--- config.mk ---
export PLATFORM = sky130hd
export DESIGN_NAME = ext_irq_conditioner
export DESIGN_NICKNAME = d
export VERILOG_FILES = /design/src/rtl/ext_irq_pkg.sv /design/src/rtl/ext_irq_pin_sync.sv /design/src/rtl/ext_irq_ctrl_regs.sv /design/src/rtl/ext_irq_line.sv /design/src/rtl/ext_irq_conditioner.sv
export SDC_FILE = /design/constraint.sdc
export NUM_CORES = 1
export LEC_CHECK = 0
export BUFFER_PORTS_ARGS = -buffer_cell sky130_fd_sc_hd__buf_4
export CORE_ASPECT_RATIO = 0.9
export CORE_MARGIN = 8
export CORE_UTILIZATION = 49
export CTS_BUF_LIST = sky130_fd_sc_hd__clkbuf_4 sky130_fd_sc_hd__clkbuf_8
export CTS_CLUSTER_DIAMETER = 200
export DETAILED_ROUTE_END_ITERATION = 10
export PLACE_DENSITY_LB_ADDON = 0.08
export SLEW_MARGIN = 20
export SYNTH_ARGS = -nofsm -noshare
export SYNTH_HDL_FRONTEND = slang
export SYNTH_HIERARCHICAL = 1
export SYNTH_SLANG_ARGS = --single-unit
--- constraint.sdc ---
create_clock -name clk -period 2.25 [get_ports clk]
set_input_delay 0.45 -clock clk [delete_from_list [all_inputs] [get_ports clk]]
set_output_delay 0.45 -clock clk [all_outputs]
set_load 0.01 [all_outputs]
--- src/rtl/ext_irq_pkg.sv ---
package ext_irq_pkg;

  localparam int LINES  = 4;
  localparam int CTRL_W = 32;

  // Fixed layout of the shared control register
  localparam int MASTER_BIT = 12;
  localparam int ROUTE_BIT  = 0;

  typedef enum logic [1:0] {
    SENSE_HIGH = 2'd0,
    SENSE_RISE = 2'd1,
    SENSE_FALL = 2'd2,
    SENSE_LOW  = 2'd3
  } sense_e;

  typedef struct packed {
    logic [LINES-1:0][1:0] sense;
    logic [LINES-1:0]      enable;
    logic                  master;
    logic                  route;
  } ctrl_t;

  function automatic int sense_lsb(input int n);
    return 22 - 2 * n;
  endfunction

  function automatic int enable_bit(input int n);
    return 11 - n;
  endfunction

  function automatic int clear_bit(input int n);
    return 27 - n;
  endfunction

endpackage

--- src/rtl/ext_irq_pin_sync.sv ---
module ext_irq_pin_sync #(
  parameter int LINES  = 4,
  parameter int STAGES = 2
) (
  input  logic             clk,
  input  logic             rst_n,
  input  logic [LINES-1:0] pin_i,
  output logic [LINES-1:0] level_o,
  output logic [LINES-1:0] rise_o,
  output logic [LINES-1:0] fall_o
);

  localparam int TOP = STAGES - 1;

  for (genvar g = 0; g < LINES; g++) begin : g_line
    logic [STAGES-1:0] chain_q, chain_d;
    logic              prev_q, prev_d;

    always_comb begin
      chain_d = {chain_q[TOP-1:0], pin_i[g]};
      prev_d  = chain_q[TOP];
    end

    always_ff @(posedge clk or negedge rst_n) begin
      if (!rst_n) begin
        chain_q <= '0;
        prev_q  <= 1'b0;
      end else begin
        chain_q <= chain_d;
        prev_q  <= prev_d;
      end
    end

    assign level_o[g] = chain_q[TOP];
    assign rise_o[g]  = chain_q[TOP] & ~prev_q;
    assign fall_o[g]  = ~chain_q[TOP] & prev_q;


    rise_single_chk: assert property (@(posedge clk) disable iff (!rst_n)
      rise_o[g] |=> !rise_o[g]);

    fall_single_chk: assert property (@(posedge clk) disable iff (!rst_n)
      fall_o[g] |=> !fall_o[g]);
  end

endmodule

--- src/rtl/ext_irq_ctrl_regs.sv ---
module ext_irq_ctrl_regs
  import ext_irq_pkg::*;
(
  input  logic              clk,
  input  logic              rst_n,
  input  logic              we_i,
  input  logic [CTRL_W-1:0] wdata_i,
  output ctrl_t             ctrl_o,
  output logic [LINES-1:0]  clr_o,
  output logic [CTRL_W-1:0] rdata_o
);

  localparam int CLR_HI = clear_bit(0);
  localparam int CLR_LO = clear_bit(LINES - 1);

  ctrl_t ctrl_q, ctrl_d;
  logic  unused_wdata_bits;

  assign unused_wdata_bits = ^{wdata_i[31:28], wdata_i[15:13], wdata_i[7:1]};

  always_comb begin
    ctrl_d = ctrl_q;
    for (int n = 0; n < LINES; n++) begin
      ctrl_d.sense[n]  = wdata_i[sense_lsb(n) +: 2];
      ctrl_d.enable[n] = wdata_i[enable_bit(n)];
      clr_o[n]         = we_i & wdata_i[clear_bit(n)];
    end
    ctrl_d.master = wdata_i[MASTER_BIT];
    ctrl_d.route  = wdata_i[ROUTE_BIT];
  end

  always_ff @(posedge clk or negedge rst_n) begin
    if (!rst_n) begin
      ctrl_q <= '0;
    end else if (we_i) begin
      ctrl_q <= ctrl_d;
    end
  end

  always_comb begin
    rdata_o = '0;
    for (int n = 0; n < LINES; n++) begin
      rdata_o[sense_lsb(n) +: 2]  = ctrl_q.sense[n];
      rdata_o[enable_bit(n)]      = ctrl_q.enable[n];
    end
    rdata_o[MASTER_BIT] = ctrl_q.master;
    rdata_o[ROUTE_BIT]  = ctrl_q.route;
  end

  assign ctrl_o = ctrl_q;


  clear_reads_zero_chk: assert property (@(posedge clk) disable iff (!rst_n)
    rdata_o[CLR_HI:CLR_LO] == '0);

  sense_write_chk: assert property (@(posedge clk) disable iff (!rst_n)
    we_i |=> rdata_o[23:16] == $past(wdata_i[23:16]));

  gate_write_chk: assert property (@(posedge clk) disable iff (!rst_n)
    we_i |=> rdata_o[12:8] == $past(wdata_i[12:8]));

  hold_chk: assert property (@(posedge clk) disable iff (!rst_n)
    !we_i |=> $stable(rdata_o));

endmodule

--- src/rtl/ext_irq_line.sv ---
module ext_irq_line
  import ext_irq_pkg::*;
(
  input  logic       clk,
  input  logic       rst_n,
  input  logic       level_i,
  input  logic       rise_i,
  input  logic       fall_i,
  input  logic [1:0] sense_i,
  input  logic       enable_i,
  input  logic       master_i,
  input  logic       clr_i,
  output logic       req_o
);

  logic hit;
  logic pend_q, pend_d, pend_en;
  logic cond;

  always_comb begin
    hit = ((sense_i == SENSE_RISE) && rise_i) ||
          ((sense_i == SENSE_FALL) && fall_i);
    pend_en = hit | clr_i;
    // a fresh edge has priority over a clear in the same cycle
    pend_d  = hit ? 1'b1 : 1'b0;
  end

  always_ff @(posedge clk or negedge rst_n) begin
    if (!rst_n) begin
      pend_q <= 1'b0;
    end else if (pend_en) begin
      pend_q <= pend_d;
    end
  end

  always_comb begin
    unique case (sense_i)
      SENSE_HIGH: cond = level_i;
      SENSE_LOW:  cond = ~level_i;
      default:    cond = pend_q;
    endcase
    req_o = master_i & enable_i & cond;
  end


  edge_beats_clear_chk: assert property (@(posedge clk) disable iff (!rst_n)
    hit |=> pend_q);

  clear_empties_chk: assert property (@(posedge clk) disable iff (!rst_n)
    (clr_i && !hit) |=> !pend_q);

  pend_hold_chk: assert property (@(posedge clk) disable iff (!rst_n)
    (!clr_i && !hit) |=> $stable(pend_q));

endmodule

--- src/rtl/ext_irq_conditioner.sv ---
module ext_irq_conditioner
  import ext_irq_pkg::*;
#(
  parameter int SYNC_STAGES = 2
) (
  input  logic              clk,
  input  logic              rst_n,
  input  logic [LINES-1:0]  ext_pin_i,
  input  logic              ctrl_we_i,
  input  logic [CTRL_W-1:0] ctrl_wdata_i,
  output logic [CTRL_W-1:0] ctrl_rdata_o,
  output logic [LINES-1:0]  line_req_o,
  output logic              crit_req_o,
  output logic              main_req_o,
  output logic              crit_route_o
);

  logic [1:0]       rst_pipe_q;
  logic             rst_n_int;
  ctrl_t            ctrl;
  logic [LINES-1:0] clr;
  logic [LINES-1:0] level, rise, fall;

  // asynchronous assertion, synchronous release
  always_ff @(posedge clk or negedge rst_n) begin
    if (!rst_n) begin
      rst_pipe_q <= 2'b00;
    end else begin
      rst_pipe_q <= {rst_pipe_q[0], 1'b1};
    end
  end
  assign rst_n_int = rst_pipe_q[1];

  ext_irq_ctrl_regs u_regs (
    .clk     (clk),
    .rst_n   (rst_n_int),
    .we_i    (ctrl_we_i),
    .wdata_i (ctrl_wdata_i),
    .ctrl_o  (ctrl),
    .clr_o   (clr),
    .rdata_o (ctrl_rdata_o)
  );

  ext_irq_pin_sync #(
    .LINES  (LINES),
    .STAGES (SYNC_STAGES)
  ) u_sync (
    .clk     (clk),
    .rst_n   (rst_n_int),
    .pin_i   (ext_pin_i),
    .level_o (level),
    .rise_o  (rise),
    .fall_o  (fall)
  );

  for (genvar g = 0; g < LINES; g++) begin : g_cond
    ext_irq_line u_line (
      .clk      (clk),
      .rst_n    (rst_n_int),
      .level_i  (level[g]),
      .rise_i   (rise[g]),
      .fall_i   (fall[g]),
      .sense_i  (ctrl.sense[g]),
      .enable_i (ctrl.enable[g]),
      .master_i (ctrl.master),
      .clr_i    (clr[g]),
      .req_o    (line_req_o[g])
    );


    line_enable_chk: assert property (@(posedge clk) disable iff (!rst_n_int)
      line_req_o[g] |-> ctrl_rdata_o[enable_bit(g)]);
  end

  assign crit_req_o   = line_req_o[0];
  assign main_req_o   = |line_req_o[LINES-1:1];
  assign crit_route_o = ctrl.route;


  master_gate_chk: assert property (@(posedge clk) disable iff (!rst_n_int)
    !ctrl_rdata_o[MASTER_BIT] |-> (line_req_o == '0));

  main_group_chk: assert property (@(posedge clk) disable iff (!rst_n_int)
    main_req_o |-> (ctrl_rdata_o[MASTER_BIT] && (line_req_o[LINES-1:1] != '0)));

endmodule

[Yosys cells after proc, flatten, opt, wreduce, memory -nomap -nowiden]
Cells that the tools add are included.
Storage, ports and cells
  bits of input ports: 39
  output and inout port bits: 39
  bits in registers: 32
  logic and storage cells: 89
Operators by class
  multiplexer cells: 8
  equal/unequal tests: 12
  bitwise operators: 32
  reductions and logical operators: 17
Operators by type and width (number)
  $and 1x1->1: 20
  $eq 2x2->1 const B: 8
  $eq 2x1->1 const B: 4
  $logic_and 1x1->1: 8
  $logic_not 2->1: 4
  $not 1->1: 8
  $pmux 1 s2: 4
  $logic_or 1x1->1: 4
  $mux 1: 4
  $or 1x1->1: 4
  $reduce_or 3->1: 1

[Longest topological paths before layout]
  word-level depth: 5
  mapped depth: 5
  depth with buffers taken out: 5

[By module]
Netlist, hierarchy kept.
By module, submodules not included
  ext_irq_ctrl_regs: area an instance 835.8 um2, instances 1, cells each 67
  ext_irq_line: area an instance 127.6 um2, instances 4, cells each 13
  ext_irq_pin_sync: area an instance 380.4 um2, instances 1, cells each 24
  ext_irq_conditioner: area an instance 67.6 um2, instances 1, cells each 5

[Worst setup path before layout]
No wires, ideal clock.
  path kind: reg2out
  from: register u_regs.ctrl_q (netlist bit u_regs/ctrl_o[10])
  to: output main_req_o
  buffers on the path: 0
  path slack: 0.200 ns
  arrival time: 1.600 ns
  data required time: 1.800 ns
  cell stages (with the launch flop): 6
  path through: dfrtp_1 -> inv_1 -> ha_1 -> mux2_1 -> o2111a_1 -> or3_1
Between the ends
  word-level cells in the longest chain between the ends: 4
Ends and longest elaborated chain
  start, declared: line ext_irq_ctrl_regs.sv:16  | ctrl_t ctrl_q, ctrl_d;
  start signal, assigned: line ext_irq_ctrl_regs.sv:36  | ctrl_q <= ctrl_d;
  $eq 2x2->1 or $logic_not 2->1 (tied branches): line ext_irq_line.sv:37  | unique case (sense_i)
  $pmux 1 s2 (*): line ext_irq_line.sv:37
  $and 1x1->1 (*): line ext_irq_line.sv:42  | req_o = master_i & enable_i & cond;
  via line_req_o[2]: line ext_irq_conditioner.sv:12  | output logic [LINES-1:0] line_req_o,
  $reduce_or 3->1 (*): line ext_irq_conditioner.sv:76  | assign main_req_o = |line_req_o[LINES-1:1];
  end, declared: line ext_irq_conditioner.sv:14  | output logic main_req_o,
The timed path passes the listed nets; every way through them passes the cells marked *.

[Final worst setup path]
  from: register u_regs.ctrl_q (netlist bit u_regs/ctrl_o[11])
  to: output main_req_o
Between the ends
  word-level cells in the longest chain between the ends: 4
Ends and longest elaborated chain (line)
  $eq 2x2->1 or $logic_not 2->1 (tied branches): ext_irq_line.sv:37
  $pmux 1 s2 (*): ext_irq_line.sv:37
  $and 1x1->1 (*): ext_irq_line.sv:42
  $reduce_or 3->1 (*): ext_irq_conditioner.sv:76
Mark *: on every way between the ends. The rest lies on a longest branch, timed or not.

==> reports/summary.md <==
### Outcome
• status: finished, violations left
• violations in the final reports: setup timing

### Timing
• Fmax: 418 MHz
• number of pins exceeding their max-slew limit in the final report: 0
• count of final setup violators: 1
• setup repair after global routing missed its margin: true
• number of failing hold endpoints at the final stage: 0
• Max Clock Skew: 0.00261 ns
• time the worst path needs with I/O delays and setup: 2.39 ns
• Final WS setup: -0.141 ns
• share of the cycle needed by the critical path after routing: 106%

### Worst setup path
• r2r endpoint: g_cond[3].u_line/pend_q$_DFFE_PN0P_
• CP required: 1.80 ns
• Worst R2R Setup Slack: 0.06 ns
• CP Data Arrival Time: 1.94 ns
• Slowest-stage cell, CP: sky130_fd_sc_hd__dfrtp_1
• series of cell instances along the critical path: inv_2 > ha_2 > mux2_4 > o2111a_1 > or3_4 > buf_6
• worst-path fanout max: 4
• startpoint of the worst register-to-register path: u_regs/ctrl_o[12]$_DFFE_PN0P_
• critical setup path kind: flop to primary output
• slowest cell delay on critical path: 0.40 ns
• type of element capturing the critical path: primary output
• path depth of the worst reg2reg path: 14
• beginning of the critical path: u_regs/ctrl_o[11]$_DFFE_PN0P_
• crit start category: flop

### Die
• number of I/O pins: 78
• Die Area: 0.00586 mm^2
• number of cell rows: 21
• die extent in y: 73.4 um
• chip width: 79.8 um
• Core ar.: 0.00363 mm^2
• Initial Util: 49.5%

### CTS
• TritonCTS clock tree: built
• clock root buffer master: sky130_fd_sc_hd__clkbuf_8
• latest clock arrival within the worst-skew pair: 0.28 ns
• Clock Sinks: 32
• clock buffer depth: 2
• clock edge transition at the registers on the reported setup and hold paths: 0.06 ns
• total clock buffers created by CTS: 5
• H-tree depth: 2

### Final layout
• commonest cells after routing, fill and taps aside: sky130_fd_sc_hd__buf_4, sky130_fd_sc_hd__dfrtp_1, sky130_fd_sc_hd__conb_1
• nets@finish: 267
• commonest non-fill, non-tap cell in the layout: sky130_fd_sc_hd__buf_4
• proportion of layout cells with a drive suffix above 1: 57.7%
• end-of-flow core utilization: 65.7%
• Area growth, synth to finish: 32.8%
• diode count: 0

### Place
• post-placement worst setup slack: 0.0577 ns
• placed wire-length estimate after detailed placement: 2.36 mm
• gp weighted congestion: 0.731
• # port buffers: 45

### Detailed routing
• routed length per placed instance: 14.5 um
• final routed DRC violation total: 0
• Vias: 1139
• Iteration-0 DRC Markers: 22
• aggregate routed wire length: 3.75 mm
• average via count per standard cell: 4.40
• antenna-violating nets left: 0
• Pre-antenna DRT Iters: 3

### Pwr
• areal power density over the cells: 653 mW/mm^2
• leakage dissipation: 1.23 nW
• overall power: 0.00156 W
• IR Drop Worst-Case VDD: 358 uV

### Global routing
• number of global-route vias before repair: 1258
• Congestion Overflow GR: 0
• GRT Util Overall: 12.9%
• maximum number of pins on one net before global-route repair: 31
• antenna violations before repair: 0
• first-pass GRT wire length: 5.77 mm

### Logic synthesis
• cells after synthesis: 148
• Seq/Total Area, Yosys: 44.6%
• average cell area after synthesis: 12.1 um^2
• synth unique cells: 17
• Yosys reg bits: 32
• netlist area before placement: 0.00179 mm^2
• Synth warnings: 6

### Run
• Max-Cap Viols: 0

### Min path
• Min-Delay Path Class: flop to async pin

cell type report:
| type | count | area (um^2) |
|---|---|---|
| fill | 288 | 1240 |
| sequential | 32 | 801 |
| multi-input combinational | 82 | 767 |
| timing repair buffer | 79 | 614 |
| clock buffer | 8 | 97.6 |
| tap | 46 | 57.6 |
| inverter | 12 | 45.0 |
report_power, final:
| part | switching (W) | internal (W) | leakage, nW |
|---|---|---|---|
| combinational | 0.000168 | 0.000248 | 0.802 |
| clock | 0.000195 | 0.000273 | 0.0523 |
| sequential | 0.0000439 | 0.000628 | 0.376 |
| total | 0.000406 | 0.00115 | 1.23 |
worst max path at each step:
stage          cells past startpoint         end  slack, ns
2_1_floorplan                      5  main_req_o       0.20
3_3_place_gp                       6  main_req_o       0.08
3_5_place_dp                       6  main_req_o       0.06
4_1_cts                            5  main_req_o      -0.16
5_1_grt                            6  main_req_o      -0.20
6_report                           6  main_req_o      -0.14
cells in the mapped netlist:
library cell,n,area [um^2]
sky130_fd_sc_hd__a22oi_1,4,30.0
sky130_fd_sc_hd__and2_2,4,30.0
sky130_fd_sc_hd__buf_12,1,20.0
sky130_fd_sc_hd__buf_4,37,278
sky130_fd_sc_hd__buf_6,1,11.3
sky130_fd_sc_hd__conb_1,2,7.51
sky130_fd_sc_hd__dfrtp_1,32,801
sky130_fd_sc_hd__ha_1,16,200
sky130_fd_sc_hd__inv_1,12,45.0
sky130_fd_sc_hd__mux2_1,4,45.0
sky130_fd_sc_hd__mux2_2,8,90.1
sky130_fd_sc_hd__mux2_4,6,90.1
sky130_fd_sc_hd__nand2b_1,4,25.0
sky130_fd_sc_hd__nor2b_1,8,50.1
sky130_fd_sc_hd__o2111a_1,4,45.0
sky130_fd_sc_hd__o21ai_0,4,20.0
sky130_fd_sc_hd__or3_1,1,6.26
timing repair:
item / CTS / global route
setup buffers: 32 / 1
hold buffers: 1 / 0
endpoints found under the hold margin: 2 / 0
resized for setup: 20 / 8
gates cloned: 0 / 0
endpoints found under the setup margin: 1 / 3
pin swaps: 8 / 7
layer usage:
metal  vias up  global-route usage [%]  wire [um]
met5         -                       0          0
met4         0                    6.05         46
met3         5                    4.28        360
met2        49                    21.8       1800
met1       535                    14.2       1550
li1        550                       -          -
sequential cells by signal (all words and copies together), names as in the netlist:
signal and count:
u_regs/ctrl_o 14, u_sync/g_line.chain_q 8, g_cond.u_line/pend_q 4, u_sync/g_line.prev_q 4, rst_pipe_q 2
metrics by stage:
stage                     std cells  TNS (ns)  hold slack, ns  area [um^2]
final                           259    -0.141           0.247         2380
after global placement          220         0           0.233         1970
after floorplan                 165         0           0.154         1860
after global routing            259    -0.197           0.265         2380
after detailed placement        220         0           0.234         1970
after CTS                       261    -0.159           0.267         2370
cells by family (layout without fill, tap and decap cells):
group                    Yosys count  in the layout  synth area share, %
buffers and inverters             51             99                 19.7
AO/OA/AOI/OAI                     12             12                 5.30
multiplexers                      18             18                 12.6
flip-flops                        32             32                 44.6
other                              2             19                0.419
AND/OR/NAND/NOR                   17             17                 6.21
adder cells (fa/ha/maj)           16             16                 11.2
worst max-delay path, delay by kind of cell, from the launching register on:
family	cells	cell delay, ns
flops	1	0.40
simple gates	1	0.39
compound gates	1	0.26
mux	1	0.25
buf+inv	2	0.20
fa+ha+maj	1	0.17
Note: power is estimated with default switching activity, not from simulation.
